===== src/rtl/enc_pkg.sv =====
package enc_pkg;
  typedef enum logic [2:0] {
    SH_IDLE,
    SH_FIRST,
    SH_GAP,
    SH_SECOND,
    SH_TAIL
  } shaper_state_t;
endpackage


===== src/rtl/level_sync.sv =====
module level_sync (
  input  logic clk,
  input  logic rst,
  input  logic din,
  output logic lvl,
  output logic chg,
  output logic valid
);
  logic s1, s2, prev, v1, v2;

  always_ff @(posedge clk) begin
    if (rst) begin
      s1   <= 1'b0;
      s2   <= 1'b0;
      prev <= 1'b0;
      v1   <= 1'b0;
      v2   <= 1'b0;
    end else begin
      s1   <= din;
      s2   <= s1;
      prev <= s2;
      v1   <= 1'b1;
      v2   <= v1;
    end
  end

  assign lvl   = s2;
  assign valid = v2;
  assign chg   = v2 & (s2 ^ prev);

  // synchronised level lags the raw input by two sampled edges
  assert_sync_lag_R4: assert property (@(posedge clk) disable iff (rst)
    valid |-> (lvl == $past(din, 2)));
endmodule


===== src/rtl/burst_shaper.sv =====
module burst_shaper
  import enc_pkg::*;
#(
  parameter int PULSE_W = 1,
  parameter int GAP_W   = 2
) (
  input  logic clk,
  input  logic rst,
  input  logic start,
  input  logic level,
  output logic busy,
  output logic pulse
);
  localparam int MAXV = (PULSE_W > GAP_W) ? PULSE_W : GAP_W;
  localparam int CW   = $clog2(MAXV + 2);

  shaper_state_t st;
  logic [CW-1:0] cnt;
  logic          hi;

  always_ff @(posedge clk) begin
    if (rst) begin
      st    <= SH_IDLE;
      cnt   <= '0;
      hi    <= 1'b0;
      pulse <= 1'b0;
    end else begin
      case (st)
        SH_IDLE: if (start) begin
          st    <= SH_FIRST;
          cnt   <= CW'(PULSE_W - 1);
          hi    <= level;
          pulse <= 1'b1;
        end
        SH_FIRST: if (cnt == '0) begin
          pulse <= 1'b0;
          if (hi) begin
            st  <= SH_GAP;
            cnt <= CW'(GAP_W - 1);
          end else begin
            st  <= SH_TAIL;
            cnt <= CW'(GAP_W);
          end
        end else cnt <= cnt - 1'b1;
        SH_GAP: if (cnt == '0) begin
          st    <= SH_SECOND;
          cnt   <= CW'(PULSE_W - 1);
          pulse <= 1'b1;
        end else cnt <= cnt - 1'b1;
        SH_SECOND: if (cnt == '0) begin
          st    <= SH_TAIL;
          cnt   <= CW'(GAP_W);
          pulse <= 1'b0;
        end else cnt <= cnt - 1'b1;
        SH_TAIL: if (cnt == '0) st <= SH_IDLE;
                 else cnt <= cnt - 1'b1;
        default: st <= SH_IDLE;
      endcase
    end
  end

  assign busy = (st != SH_IDLE);

  // a new burst is only ever requested while the shaper is free
  assert_no_start_busy_R5: assert property (@(posedge clk) disable iff (rst)
    start |-> !busy);
  // every pulse is followed by at least one low cycle
  assert_low_after_pulse_R6: assert property (@(posedge clk) disable iff (rst)
    $fell(pulse) |=> !pulse);
endmodule


===== src/rtl/refresh_timer.sv =====
module refresh_timer #(
  parameter int IDLE_CYC    = 100,
  parameter int REFRESH_CYC = 83
) (
  input  logic clk,
  input  logic rst,
  input  logic load,
  input  logic load_idle,
  output logic expire
);
  localparam int MAXC = (IDLE_CYC > REFRESH_CYC) ? IDLE_CYC : REFRESH_CYC;
  localparam int TW   = $clog2(MAXC + 1);

  logic [TW-1:0] cnt;
  logic          armed;

  always_ff @(posedge clk) begin
    if (rst) begin
      cnt   <= '0;
      armed <= 1'b0;
    end else if (load) begin
      armed <= 1'b1;
      cnt   <= load_idle ? TW'(IDLE_CYC - 1) : TW'(REFRESH_CYC - 1);
    end else if (cnt != '0) begin
      cnt <= cnt - 1'b1;
    end
  end

  assign expire = armed & (cnt == '0);

  // an expiry stays pending until a burst reloads the timer
  assert_expire_holds_R8: assert property (@(posedge clk) disable iff (rst)
    (expire && !load) |=> expire);
endmodule


===== src/rtl/pulse_refresh_encoder.sv =====
module pulse_refresh_encoder #(
  parameter int PULSE_W     = 1,
  parameter int GAP_W       = 2,
  parameter int IDLE_CYC    = 100,
  parameter int REFRESH_CYC = 83
) (
  input  logic clk,
  input  logic rst,
  input  logic din,
  output logic pulse_out
);
  logic lvl, chg, valid, busy, expire;
  logic boot, pend, by_edge, go;

  level_sync u_sync (
    .clk  (clk),
    .rst  (rst),
    .din  (din),
    .lvl  (lvl),
    .chg  (chg),
    .valid(valid)
  );

  assign by_edge = chg | pend | boot;
  assign go      = valid & ~busy & (by_edge | expire);

  always_ff @(posedge clk) begin
    if (rst) begin
      boot <= 1'b1;
      pend <= 1'b0;
    end else begin
      if (go) boot <= 1'b0;
      if (go)       pend <= 1'b0;
      else if (chg) pend <= 1'b1;
    end
  end

  refresh_timer #(
    .IDLE_CYC   (IDLE_CYC),
    .REFRESH_CYC(REFRESH_CYC)
  ) u_timer (
    .clk      (clk),
    .rst      (rst),
    .load     (go),
    .load_idle(by_edge),
    .expire   (expire)
  );

  burst_shaper #(
    .PULSE_W(PULSE_W),
    .GAP_W  (GAP_W)
  ) u_shaper (
    .clk  (clk),
    .rst  (rst),
    .start(go),
    .level(lvl),
    .busy (busy),
    .pulse(pulse_out)
  );

  // the line is quiet on the edge after reset is seen
  assert_reset_quiet_R1: assert property (@(posedge clk)
    rst |=> !pulse_out);
  // the start-up request is served before any refresh can be
  assert_boot_first_R2: assert property (@(posedge clk) disable iff (rst)
    boot |-> !expire);
endmodule


===== config.mk =====
export PLATFORM = sky130hd
export DESIGN_NAME = pulse_refresh_encoder
export DESIGN_NICKNAME = d
export VERILOG_FILES = /design/src/rtl/enc_pkg.sv /design/src/rtl/level_sync.sv /design/src/rtl/burst_shaper.sv /design/src/rtl/refresh_timer.sv /design/src/rtl/pulse_refresh_encoder.sv
export SDC_FILE = /design/constraint.sdc
export NUM_CORES = 1
export LEC_CHECK = 0
export BUFFER_PORTS_ARGS = -buffer_cell sky130_fd_sc_hd__clkbuf_2
export CAP_MARGIN = 20
export CORE_MARGIN = 2
export CORE_UTILIZATION = 55
export CTS_CLUSTER_DIAMETER = 200
export DETAILED_ROUTE_END_ITERATION = 16
export GPL_TIMING_DRIVEN = 0
export PLACE_DENSITY_LB_ADDON = 0.1
export SETUP_SLACK_MARGIN = 0.15
export SLEW_MARGIN = 20
export SYNTH_ARGS = -nofsm -noshare
export SYNTH_HDL_FRONTEND = slang
export SYNTH_SLANG_ARGS = --single-unit

===== constraint.sdc =====
create_clock -name clk -period 1.9 [get_ports clk]
set_input_delay 0.285 -clock clk [delete_from_list [all_inputs] [get_ports clk]]
set_output_delay 0.285 -clock clk [all_outputs]
set_load 0.03 [all_outputs]

==> results.md <==
* Largest family of logic cells by synthesized area: simple AND/OR/NAND/NOR gates
* Post-Route Utilization at 0.665
* Clock slew at reported path FFs at 0.13 ns
* FF-to-FF End: u_shaper.cnt[1]
* CTS Buf Count at 3
* Compound-cell area share of the yosys netlist at 0.185
* Area Overhead vs Synth at 16.3%
* Port bufs at 3
* Critical path type: register to register
* Peak supply drop at 0.906 mV
* End of the critical path: u_shaper.cnt[1]
* Nature of the critical path startpoint: register
* Synth Area in Simple Gates at 0.257
* WL/cell at 12.5 um
* Fmax achieved at 598 MHz
* DRT Pass-1 Iters at 4
* Vias per cell at 5.46
* Hold crit path type: primary input to register
* Antenna violations before repair at 0
* Synthesized area at about 1100 sq um
* CTS tree: built
* Clock skew at approximately 0.014 ns
* Met1 WL at ~960 um
* DRC at 0
* Cts hold-fix bufs at 0
* Top Layer Used: met4
* R2r setup slk at 0.23 ns
* Worst R2R Start: u_shaper.cnt[1]
* EDFF count, synth at 0
* Syn Nets at 134
* Post-DP HPWL at 1530 um
* Row count at 16
* H-Tree Depth at 1
* Routed wl met2 at 1040 um
* CTS Sinks at 22
* Status: complete, no violations
* Vias in the first global route at 853
* Top FF cell, synth: dfxtp_1
* Routed vias at 911
* Crit end category: register
* Ranking of synthesized cells by area: dfxtp_1 (40%), ha_1 (4.5%), nor2_1 (4.4%)
* Routed wl met3 at 49 um
* Largest net degree at the start of global routing at 14
* Number of distinct library cells after synthesis at 40
* RePlAce Congestion at 0.756
* Flop and latch count out of synthesis at 22
* Cell Pwr Density at about 1200 nW/um^2
* Multiplexer share of the synthesized area at 0.0372
* Root buffer cell: clkbuf_4
* Final hold viol count at 0
* Async set or reset register ratio after synthesis at 0
* First DRT Iteration DRCs at 12
* WL final at 2090 um
* Setup TNS at 0 ns
* I/O Pins at 4
* First-pass GRT wire length at approximately 3600 um
* Placeable Area at 1940 sq um
* Critical Path RT at 2.13 ns
* Share of layout cells above drive strength 1 at 0.221
* Post-DRT Antenna Nets at 0
* Die extent in y at just under 50 um
* Global-route usage over all layers at 0.189
* Post-layout min period at ~1.7 ns
* Worst-Margin Slew at about 0.57 ns
* Gr ovfl total at 0
* Post-Synth XOR/XNOR Area at 0.0237
* Share of the synthesized area in the top cell type at 0.397
* Leak at ~0.52 nW
* Worst Reg2Reg Path Length in Cells at 7
* Sequential element share of the synthesized area at 0.397
* Max Slew Vio Count at 0
* Synth warn at 0
* Relative slew margins at 0.615
* Final period utilization at 0.880
* Worst-path fanout max at 6
* Most frequent cells in the layout: dfxtp_1 (19), nor2_1 (13), nand2_1 (10), a21oi_1 (9), inv_1 (7)
* Die width at a little under 50 um
* Synth area leader: dfxtp_1
* Hold path startpoint: din
* Initial cell density of the core at 0.572
* Ant diodes at 0
* Clk buf depth at 2
* Most common cell after layout, fill and taps aside: dfxtp_1
* Final setup vio count at 0
* Syn_area_per_cell at about 8.7 sq um
* Maxcap violations at 0
* Clk_lat worst skew at roughly 0.32 ns
* CP Data Arrival Time at 1.90 ns
* Area share of fa/ha/maj cells after synthesis at 0.0451
* Post-Syn Instances at between 100 and 150
* Nets at 148
* RSZ-0062 raised after global routing: yes
* DIE AREA at 2390 sq um
* Crit path from: u_shaper.cnt[1]
[cells in the mapped netlist, types with 3 or more instances]
cell	number
inv_1	9
nor2b_1	6
o21ai_0	5
mux2i_1	3
clkbuf_1	3
a21oi_1	9
nand2_1	10
nor2_1	13
nor3_1	4
ha_1	4
dfxtp_1	22
[report_power, final]
group / switching (mW) / leakage [nW] / internal [mW]
clock network: 0.146 / 0.0279 / 0.214
logic: 0.265 / 0.307 / 0.262
registers: 0.0767 / 0.182 / 0.540
total: 0.488 / 0.517 / 1.02
[kinds of logic (layout without fill, tap and decap cells)]
group,count (synthesis),count (layout)
simple gates,51,51
compound gates,29,29
flops,22,22
buf+inv,14,27
fa+ha+maj,4,4
mux,4,4
xor+xnor,3,3
[final cells by class]
class | instances | area (sq um)
fillers | 164 | 651
multi-input cells | 91 | 639
flip-flops and latches | 22 | 444
repair buffers | 9 | 60.1
inverters | 9 | 33.8
well taps | 27 | 33.8
clock inverters | 1 | 30.0
plain buffers | 5 | 27.5
clock buffers | 3 | 22.5
[through the flow]
stage	instances	total power [mW]	cell area (sq um)	hold WS [ns]	worst slack, ns
2_1_floorplan	127	1.01	1110	0.413	0.235
3_3_place_gp	157	1.08	1160	0.421	0.0472
3_5_place_dp	157	1.10	1160	0.428	0.00175
4_1_cts	165	1.50	1260	0.182	0.156
5_1_grt	167	1.60	1290	0.194	0.148
6_report	167	1.50	1290	0.181	0.228
[per-layer routing]
layer  track usage  vias to the layer above
li1              -                      470
met1         0.223                      426
met2         0.345                       10
met3        0.0184                        5
met4        0.0857                        0
met5             0                        -
[worst max-delay path, stage by stage, from the launching register on]
cell	delay [ns]
dfxtp_2	0.37
inv_2	0.05
ha_4	0.17
or4b_4	0.50
o21a_4	0.14
a31oi_4	0.17
nand3_1	0.09
o31ai_1	0.08
[worst min path at each step]
stage / endpoint / slack, ns / cells after the start
global route: u_sync.s1 / 0.19 / 2
finish: u_sync.s1 / 0.18 / 2
detailed placement: u_sync.lvl / 0.43 / 1
CTS: u_sync.s1 / 0.18 / 2
global placement: u_sync.valid / 0.42 / 1
floorplan: u_sync.s1 / 0.41 / 1
[flip-flops by register name (all words and copies together), names as in the netlist]
name / cells
boot: 1
pend: 1
u_shaper.cnt: 2
u_shaper.hi: 1
u_shaper.pulse: 1
u_shaper.st: 3
u_sync.lvl: 1
u_sync.prev: 1
u_sync.s1: 1
u_sync.v1: 1
u_sync.valid: 1
u_timer.armed: 1
u_timer.cnt: 7
[timing repair]
| item | CTS | global route |
|---|---|---|
| hold endpoints to repair | 0 | 0 |
| buffers inserted | 4 | 2 |
| pin swaps | 1 | 3 |
| endpoints found under the setup margin | 10 | 4 |
| resized for setup | 5 | 5 |
No activity file was read; power rests on OpenSTA's default activity.
